## src/rtl/serial_regbank_pkg.sv

```systemverilog
package serial_regbank_pkg;
  localparam int unsigned DW = 8;
  localparam int unsigned AW = 3;

  localparam logic [AW-1:0] OFS_DATA = 3'd0;
  localparam logic [AW-1:0] OFS_IEN  = 3'd1;
  localparam logic [AW-1:0] OFS_IID  = 3'd2;
  localparam logic [AW-1:0] OFS_LCTL = 3'd3;
  localparam logic [AW-1:0] OFS_MCTL = 3'd4;
  localparam logic [AW-1:0] OFS_LSTS = 3'd5;
  localparam logic [AW-1:0] OFS_MSTS = 3'd6;
  localparam logic [AW-1:0] OFS_SCR  = 3'd7;

  localparam logic [2:0]    IID_IDLE  = 3'b001;
  localparam logic [DW-1:0] IID_FILL  = 8'hC0;
  localparam logic [DW-1:0] LCTL_RST  = 8'h03;
  localparam logic [DW-1:0] MCTL_RST  = 8'h08;
  localparam logic [DW-1:0] MSTS_RST  = 8'hB0;
  localparam logic [DW-1:0] LSTS_BASE = 8'h60;
  localparam logic [15:0]   DIV_RST   = 16'd12;

  localparam int unsigned LCTL_DIVSEL = 7;
  localparam int unsigned MCTL_LOOP   = 4;
endpackage

```

## src/rtl/srb_rx_queue.sv

```systemverilog
module srb_rx_queue #(
  parameter int unsigned DEPTH = 64,
  parameter int unsigned W     = 8
) (
  input  logic                           clk,
  input  logic                           rst_ni,
  input  logic                           push,
  input  logic [W-1:0]                   push_data,
  input  logic                           pop,
  output logic                           accepted,
  output logic [W-1:0]                   head,
  output logic [$clog2(DEPTH+1)-1:0]     count
);
  localparam int unsigned PW = (DEPTH > 1) ? $clog2(DEPTH) : 1;
  localparam int unsigned CW = $clog2(DEPTH+1);
  localparam logic [PW-1:0] LAST = PW'(DEPTH - 1);

  logic [W-1:0]  mem [DEPTH];
  logic [PW-1:0] rd_q, rd_d, wr_q, wr_d;
  logic [CW-1:0] cnt_q, cnt_d;
  logic          pop_eff, full;

  always_comb begin
    full     = (cnt_q == CW'(DEPTH));
    pop_eff  = pop && (cnt_q != '0);
    // pop is applied before push, so a full queue can take a byte while popping
    accepted = push && (!full || pop_eff);
    rd_d     = rd_q;
    wr_d     = wr_q;
    cnt_d    = cnt_q;
    if (pop_eff) begin
      rd_d  = (rd_q == LAST) ? '0 : rd_q + 1'b1;
      cnt_d = cnt_d - 1'b1;
    end
    if (accepted) begin
      wr_d  = (wr_q == LAST) ? '0 : wr_q + 1'b1;
      cnt_d = cnt_d + 1'b1;
    end
  end

  always_ff @(posedge clk or negedge rst_ni) begin
    if (!rst_ni) begin
      rd_q  <= '0;
      wr_q  <= '0;
      cnt_q <= '0;
    end else begin
      rd_q  <= rd_d;
      wr_q  <= wr_d;
      cnt_q <= cnt_d;
    end
  end

  always_ff @(posedge clk) begin
    if (accepted) mem[wr_q] <= push_data;
  end

  assign head  = mem[rd_q];
  assign count = cnt_q;

  p_no_overflow_r9: assert property (@(posedge clk) disable iff (!rst_ni)
    cnt_q <= CW'(DEPTH));
  p_full_drop_r9: assert property (@(posedge clk) disable iff (!rst_ni)
    (full && push && !pop) |=> (cnt_q == $past(cnt_q)));
  p_pop_push_r11: assert property (@(posedge clk) disable iff (!rst_ni)
    (pop && push && cnt_q != '0) |=> (cnt_q == $past(cnt_q)));
endmodule

```

## src/rtl/srb_irq_ctrl.sv

```systemverilog
module srb_irq_ctrl
  import serial_regbank_pkg::*;
(
  input  logic       clk,
  input  logic       rst_ni,
  input  logic       iid_read,
  input  logic       data_read,
  input  logic       thr_evt,
  input  logic       rx_evt,
  input  logic [1:0] enables,
  output logic [2:0] iid,
  output logic       irq_pulse
);
  logic [2:0] iid_q, iid_d;
  logic       raise, irq_q;

  always_comb begin
    iid_d = iid_q;
    raise = 1'b0;
    if (iid_read) iid_d = IID_IDLE;
    if (data_read) begin
      iid_d[2] = 1'b0;
      if (iid_d == 3'b000) iid_d = IID_IDLE;
    end
    if (thr_evt && enables[1]) begin
      iid_d[0] = 1'b0;
      iid_d[1] = 1'b1;
      raise    = 1'b1;
    end
    if (rx_evt && enables[0] && !iid_d[2]) begin
      iid_d[0] = 1'b0;
      iid_d[2] = 1'b1;
      raise    = 1'b1;
    end
  end

  always_ff @(posedge clk or negedge rst_ni) begin
    if (!rst_ni) begin
      iid_q <= IID_IDLE;
      irq_q <= 1'b0;
    end else begin
      iid_q <= iid_d;
      irq_q <= raise;
    end
  end

  assign iid       = iid_q;
  assign irq_pulse = irq_q;

  p_pulse_has_cause_r12: assert property (@(posedge clk) disable iff (!rst_ni)
    irq_q |-> !iid_q[0]);
  p_read_resets_r4: assert property (@(posedge clk) disable iff (!rst_ni)
    (iid_read && !thr_evt && !rx_evt) |=> (iid_q == IID_IDLE));
  p_no_repeat_rx_r7: assert property (@(posedge clk) disable iff (!rst_ni)
    (rx_evt && iid_q[2] && !data_read && !iid_read && !thr_evt) |=> !irq_q);
endmodule

```

## src/rtl/srb_modem_view.sv

```systemverilog
module srb_modem_view
  import serial_regbank_pkg::*;
(
  input  logic [7:0] mctl,
  output logic [7:0] msts
);
  logic loop;
  always_comb begin
    loop = mctl[MCTL_LOOP];
    if (loop) msts = {mctl[3], mctl[2], mctl[0], mctl[1], MSTS_RST[3:0]};
    else      msts = MSTS_RST;
  end
endmodule

```

## src/rtl/serial_regbank.sv

```systemverilog
module serial_regbank
  import serial_regbank_pkg::*;
#(
  parameter int unsigned QDEPTH = 64
) (
  input  logic         clk,
  input  logic         rst_n,
  input  logic [2:0]   bus_addr,
  input  logic         bus_rd,
  input  logic         bus_wr,
  input  logic [7:0]   bus_wdata,
  output logic [7:0]   bus_rdata,
  output logic [7:0]   tx_byte,
  output logic         tx_valid,
  input  logic [7:0]   rx_byte,
  input  logic         rx_valid,
  output logic         irq_pulse
);
  localparam int unsigned CW = $clog2(QDEPTH+1);

  logic [1:0]  rst_sync;
  logic        rst_ni;

  logic [7:0]  lctl_q, lctl_d, mctl_q, mctl_d, scr_q, scr_d;
  logic [3:0]  ien_q, ien_d;
  logic [15:0] div_q, div_d;
  logic [7:0]  txb_q, txb_d;
  logic        txv_q, txv_d;

  logic        divsel, loop, data_wr, data_rd, iid_rd, thr_evt;
  logic        q_push, q_acc;
  logic [7:0]  q_wdata, q_head, msts;
  logic [CW-1:0] q_cnt;
  logic [2:0]  iid;

  always_ff @(posedge clk or negedge rst_n) begin
    if (!rst_n) rst_sync <= 2'b00;
    else        rst_sync <= {rst_sync[0], 1'b1};
  end
  assign rst_ni = rst_sync[1];

  always_comb begin
    divsel  = lctl_q[LCTL_DIVSEL];
    loop    = mctl_q[MCTL_LOOP];
    data_wr = bus_wr && (bus_addr == OFS_DATA) && !divsel;
    data_rd = bus_rd && (bus_addr == OFS_DATA) && !divsel;
    iid_rd  = bus_rd && (bus_addr == OFS_IID);
    thr_evt = data_wr && !loop;
    q_push  = loop ? data_wr : rx_valid;
    q_wdata = loop ? bus_wdata : rx_byte;
  end

  always_comb begin
    lctl_d = lctl_q;
    mctl_d = mctl_q;
    scr_d  = scr_q;
    ien_d  = ien_q;
    div_d  = div_q;
    txv_d  = thr_evt;
    txb_d  = thr_evt ? bus_wdata : txb_q;
    if (bus_wr) begin
      unique case (bus_addr)
        OFS_DATA: if (divsel) div_d[7:0]  = bus_wdata;
        OFS_IEN:  if (divsel) div_d[15:8] = bus_wdata;
                  else        ien_d       = bus_wdata[3:0];
        OFS_LCTL: lctl_d = bus_wdata;
        OFS_MCTL: mctl_d = bus_wdata;
        OFS_SCR:  scr_d  = bus_wdata;
        default:  ;
      endcase
    end
  end

  always_ff @(posedge clk or negedge rst_ni) begin
    if (!rst_ni) begin
      lctl_q <= LCTL_RST;
      mctl_q <= MCTL_RST;
      scr_q  <= '0;
      ien_q  <= '0;
      div_q  <= DIV_RST;
      txv_q  <= 1'b0;
      txb_q  <= '0;
    end else begin
      lctl_q <= lctl_d;
      mctl_q <= mctl_d;
      scr_q  <= scr_d;
      ien_q  <= ien_d;
      div_q  <= div_d;
      txv_q  <= txv_d;
      txb_q  <= txb_d;
    end
  end

  srb_rx_queue #(.DEPTH(QDEPTH), .W(8)) u_queue (
    .clk(clk), .rst_ni(rst_ni), .push(q_push), .push_data(q_wdata),
    .pop(data_rd), .accepted(q_acc), .head(q_head), .count(q_cnt)
  );

  srb_irq_ctrl u_irq (
    .clk(clk), .rst_ni(rst_ni), .iid_read(iid_rd), .data_read(data_rd),
    .thr_evt(thr_evt), .rx_evt(q_acc), .enables(ien_q[1:0]),
    .iid(iid), .irq_pulse(irq_pulse)
  );

  srb_modem_view u_mview (.mctl(mctl_q), .msts(msts));

  always_comb begin
    unique case (bus_addr)
      OFS_DATA: bus_rdata = divsel ? div_q[7:0] : ((q_cnt != '0) ? q_head : 8'h00);
      OFS_IEN:  bus_rdata = divsel ? div_q[15:8] : {4'h0, ien_q};
      OFS_IID:  bus_rdata = {5'b0, iid} | IID_FILL;
      OFS_LCTL: bus_rdata = lctl_q;
      OFS_MCTL: bus_rdata = mctl_q;
      OFS_LSTS: bus_rdata = LSTS_BASE | {7'b0, (q_cnt != '0)};
      OFS_MSTS: bus_rdata = msts;
      OFS_SCR:  bus_rdata = scr_q;
      default:  bus_rdata = 8'h00;
    endcase
  end

  assign tx_valid = txv_q;
  assign tx_byte  = txb_q;

  p_tx_cause_r5: assert property (@(posedge clk) disable iff (!rst_ni)
    tx_valid |-> $past(bus_wr && bus_addr == OFS_DATA && !divsel && !loop));
  p_tx_byte_r5: assert property (@(posedge clk) disable iff (!rst_ni)
    tx_valid |-> (tx_byte == $past(bus_wdata)));
  p_loop_rx_ignored_r6: assert property (@(posedge clk) disable iff (!rst_ni)
    (loop && rx_valid && !bus_wr) |=> (q_cnt <= $past(q_cnt)));
  p_divsel_keeps_ien_r2: assert property (@(posedge clk) disable iff (!rst_ni)
    (divsel && bus_wr && bus_addr == OFS_IEN) |=> $stable(ien_q));
endmodule

```

## config.mk

```make
export PLATFORM = sky130hd
export DESIGN_NAME = serial_regbank
export DESIGN_NICKNAME = d
export VERILOG_FILES = /design/src/rtl/serial_regbank_pkg.sv /design/src/rtl/srb_rx_queue.sv /design/src/rtl/srb_irq_ctrl.sv /design/src/rtl/srb_modem_view.sv /design/src/rtl/serial_regbank.sv
export SDC_FILE = /design/constraint.sdc
export NUM_CORES = 1
export LEC_CHECK = 0
export ABC_CLOCK_PERIOD_IN_PS = 2420
export BUFFER_PORTS_ARGS = -buffer_cell sky130_fd_sc_hd__buf_4
export CAP_MARGIN = 40
export CORE_ASPECT_RATIO = 0.8
export CORE_MARGIN = 3
export CORE_UTILIZATION = 45
export DETAILED_ROUTE_END_ITERATION = 10
export PLACE_DENSITY = 0.72
export SLEW_MARGIN = 20
export SYNTH_ARGS = -nofsm -noshare
export SYNTH_HDL_FRONTEND = slang
export SYNTH_SLANG_ARGS = --single-unit
```

## constraint.sdc

```tcl
create_clock -name clk -period 2.42 [get_ports clk]
set_input_delay 0 -clock clk [delete_from_list [all_inputs] [get_ports clk]]
set_output_delay 0 -clock clk [all_outputs]
set_load 0.02 [all_outputs]
```

==> metrics.csv <==
metric;value;unit
Commonest cells post-synth;512 x edfxtp_1, 117 x mux4_2, 89 x nor2_1;
CTS tree;yes;
Max Cap Violations;0;
first-pass GRT wire length;88.23;mm
Max-slew headroom;40.05;%
Final Power;31.22;mW
synthesis-to-finish area growth;25.82;%
Setup CP Type;reg -> out;
Die Y;212.5;µm
Clock Tree Buf Depth;3;
capturing element type of the critical path;primary output;
Seq cells post-synth;590;
Worst-Margin Slew;891.0;ps
fillcell total;3721;
clk_skew;23.16;ps
number of synthesized flops with an enable pin;512;
CP max stage cell;dfrtp_4;
Port Buffers;41;
CP arrival;3020;ps
Lkg Pwr;10.01;nW
via count;13820;
WL per Instance;26.00;µm
PD cells;1035;nW/µm²
FF-to-FF End;u_queue.mem[6][0];
CTS clk-pin slew, worst paths;60;ps
root buffer cell;clkbuf_16;
largest cells by area after synthesis;edfxtp_1 64%, mux4_2 11%, dfrtp_1 7.5%, mux2_2 3.5%, nor2_1 1.4%;
clk_lat worst skew;590;ps
initial antenna violation count;0;
status;finished, violations left;
Critical R2R Launch;u_queue.count[0];
cells along the critical path;buf_12 > bufbuf_16 > mux2i_1 > a22oi_1 > a21oi_1 > a21oi_2 > o211ai_1 > a31oi_1 > buf_4;
hpwl dp;36.56;mm
full die area;56120;µm²
Async S/R FF share, synth;13.22;%
top-count cell post-synth;edfxtp_1;
DRC viols;0;
Mapped Cells;1314;
start point of the critical path;u_queue.rd_q[2];
Die X;264.1;µm
failing checks;negative setup slack;
top-area cell type share of the netlist area;64.11;%
period utilization;124.7;%
f_max;0.3314;GHz
Via-to-Cell Ratio;6.008;
1st-iter DRT viols;1582;
pin count of the biggest net entering global routing;77;
H-tree levels;2;
Slew Viols, Final;0;
final setup margin;-597.1;ps
GRT Util Overall;20.86;%
layout cells sized above 1;42.44;%
Ys Warns;0;
core box area;52550;µm²
Hold EP;tx_valid;
final hold vios;0;
number of cells in the finished layout apart from fillers;2300;
Ant. Diodes;0;
CTS buffer count;54;
Routed Antenna Nets;0;
DRT Pass-1 Iters;7;
GPL Wtd Cong;0.8538;
Synth Cell Area;23980;µm²
FF-to-FF path depth;10;
num ports;42;
Avg Cell Area, Syn;18.25;µm²
Hold Crit Class;in -> reg;
Primary FF master, synth;edfxtp_1;
Routed WL;59.80;mm
Row Count;75;
critical path peak fanout;23;
syn_nets;1341;
post-synthesis cell type count;69;
Final nets;1590;
GRT overflow;0;
VDD IR max;469.8;µV
RSZ-0062 raised after global routing;true;
dominant cell type by area after synthesis;edfxtp_1;
CP startpoint kind;register;
CP peak stage delay;560;ps
sequential element share of the synthesized area;72.28;%
start point of the worst hold path;bus_addr[1];
min Tclk post-route;3017;ps
Initial Utilization;45.64;%
CTS Sinks;590;
Final Setup Violations;263;
dpl cells;2106;
vias in the first global route;13560;
Hold Path Depth;6;
Critical Path RT;2420;ps
R2R setup slack;-50;ps
-- where the power goes --
part | internal (mW) | switching, mW
registers | 12.0 | 0.552
clock network | 5.11 | 3.66
logic | 4.70 | 5.22
total | 21.8 | 9.43
-- per-stage QoR --
| stage | instance area, µm² | util (%) | setup WS, ps | hold WS (ps) | TNS [ps] |
|---|---|---|---|---|---|
| after floorplan | 24430 | - | 15.67 | -295.6 | 0 |
| after global placement | 26430 | 50.29 | -66.55 | -216.8 | -4114 |
| after detailed placement | 26430 | 50.29 | -115.5 | -215.4 | -27040 |
| after CTS | 29350 | 55.86 | -506.2 | 45.97 | -215560 |
| after global routing | 30170 | 57.42 | -673.0 | 52.44 | -34490 |
| final | 30170 | 57.42 | -597.1 | 24.97 | -8656 |
-- kinds of logic after synthesis --
logic type               count (synthesis)  synth area share [%]
AO/OA/AOI/OAI                          137                 3.892
XOR/XNOR                                15                0.5478
adder cells (fa/ha/maj)                  3                0.1565
buffers and inverters                   83                 1.868
flip-flops                             590                 72.28
multiplexers                           220                 15.68
other                                    1               0.01564
AND/OR/NAND/NOR                        265                 5.562
-- cells in the final DEF (no fill, tap or decap), drive strengths merged, types with 17 or more instances in the layout --
master  Yosys  layout
dfrtp      72      72
o22ai      17      17
clkinv      0      23
edfxtp    512     512
buf        47     251
nand3      33      33
clkbuf     27      64
mux2i      28      28
mux4      117     117
nand2      61      61
a21oi      29      29
nor2       89      89
mux2       75      75
o21ai      18      18
a31oi      17      17
-- state kept, by name (all words and copies together), names as in the netlist --
| name | flops |
|---|---|
| u_irq.iid | 3 |
| u_queue.count | 7 |
| rst_sync | 2 |
| ien_q | 4 |
| scr_q | 8 |
| div_q | 16 |
| tx_valid | 1 |
| tx_byte | 8 |
| u_queue.mem | 512 |
| lctl_q | 8 |
| u_queue.rd_q | 6 |
| u_irq.irq_pulse | 1 |
| u_queue.wr_q | 6 |
| mctl_q | 8 |
-- critical path: cells and delay by family (launching register included) --
kind	cells	cell delay [ps]
DFF	1	560
buffers and inverters	3	660
AOI/OAI and AO/OA	5	1060
muxes	1	140
-- cell type report --
| type | instances | area [µm²] | area share, % |
|---|---|---|---|
| well taps | 693 | 867.1 | 2.874 |
| inverters | 9 | 33.78 | 0.1120 |
| flip-flops and latches | 590 | 17350 | 57.50 |
| repair buffers | 267 | 3018 | 10.00 |
| clock inverters | 37 | 410.4 | 1.360 |
| multi-input cells | 641 | 7089 | 23.49 |
| clock buffers | 63 | 1406 | 4.661 |
-- per-layer routing --
layer | wire [µm] | part of all wire, % | global-route usage (%) | vias up
met5 | 0 | 0 | 0 | -
met4 | 1599 | 2.7 | 5.159 | 0
met3 | 5412 | 9.1 | 4.258 | 109
met2 | 27430 | 46 | 31.19 | 733
met1 | 25360 | 42 | 31.66 | 7175
li1 | - | - | - | 5801
-- how the worst max path moves through the flow --
| stage | endpoint | depth (start not counted) |
|---|---|---|
| final | bus_rdata[0] | 9 |
| after global routing | bus_rdata[0] | 9 |
| after CTS | bus_rdata[4] | 10 |
| after detailed placement | u_queue.mem[28][2] | 7 |
| after global placement | bus_rdata[7] | 7 |
| after floorplan | u_queue.mem[46][0] | 10 |
-- repair_timing --
action	CTS	global route
gates resized for setup	55	106
gates cloned	1	0
buffers inserted	49	30
hold buffers	15	0
endpoints found under the hold margin	60	0
pin swaps	45	54
setup endpoints to repair	464	533
Note: power is estimated with default switching activity, not from simulation.
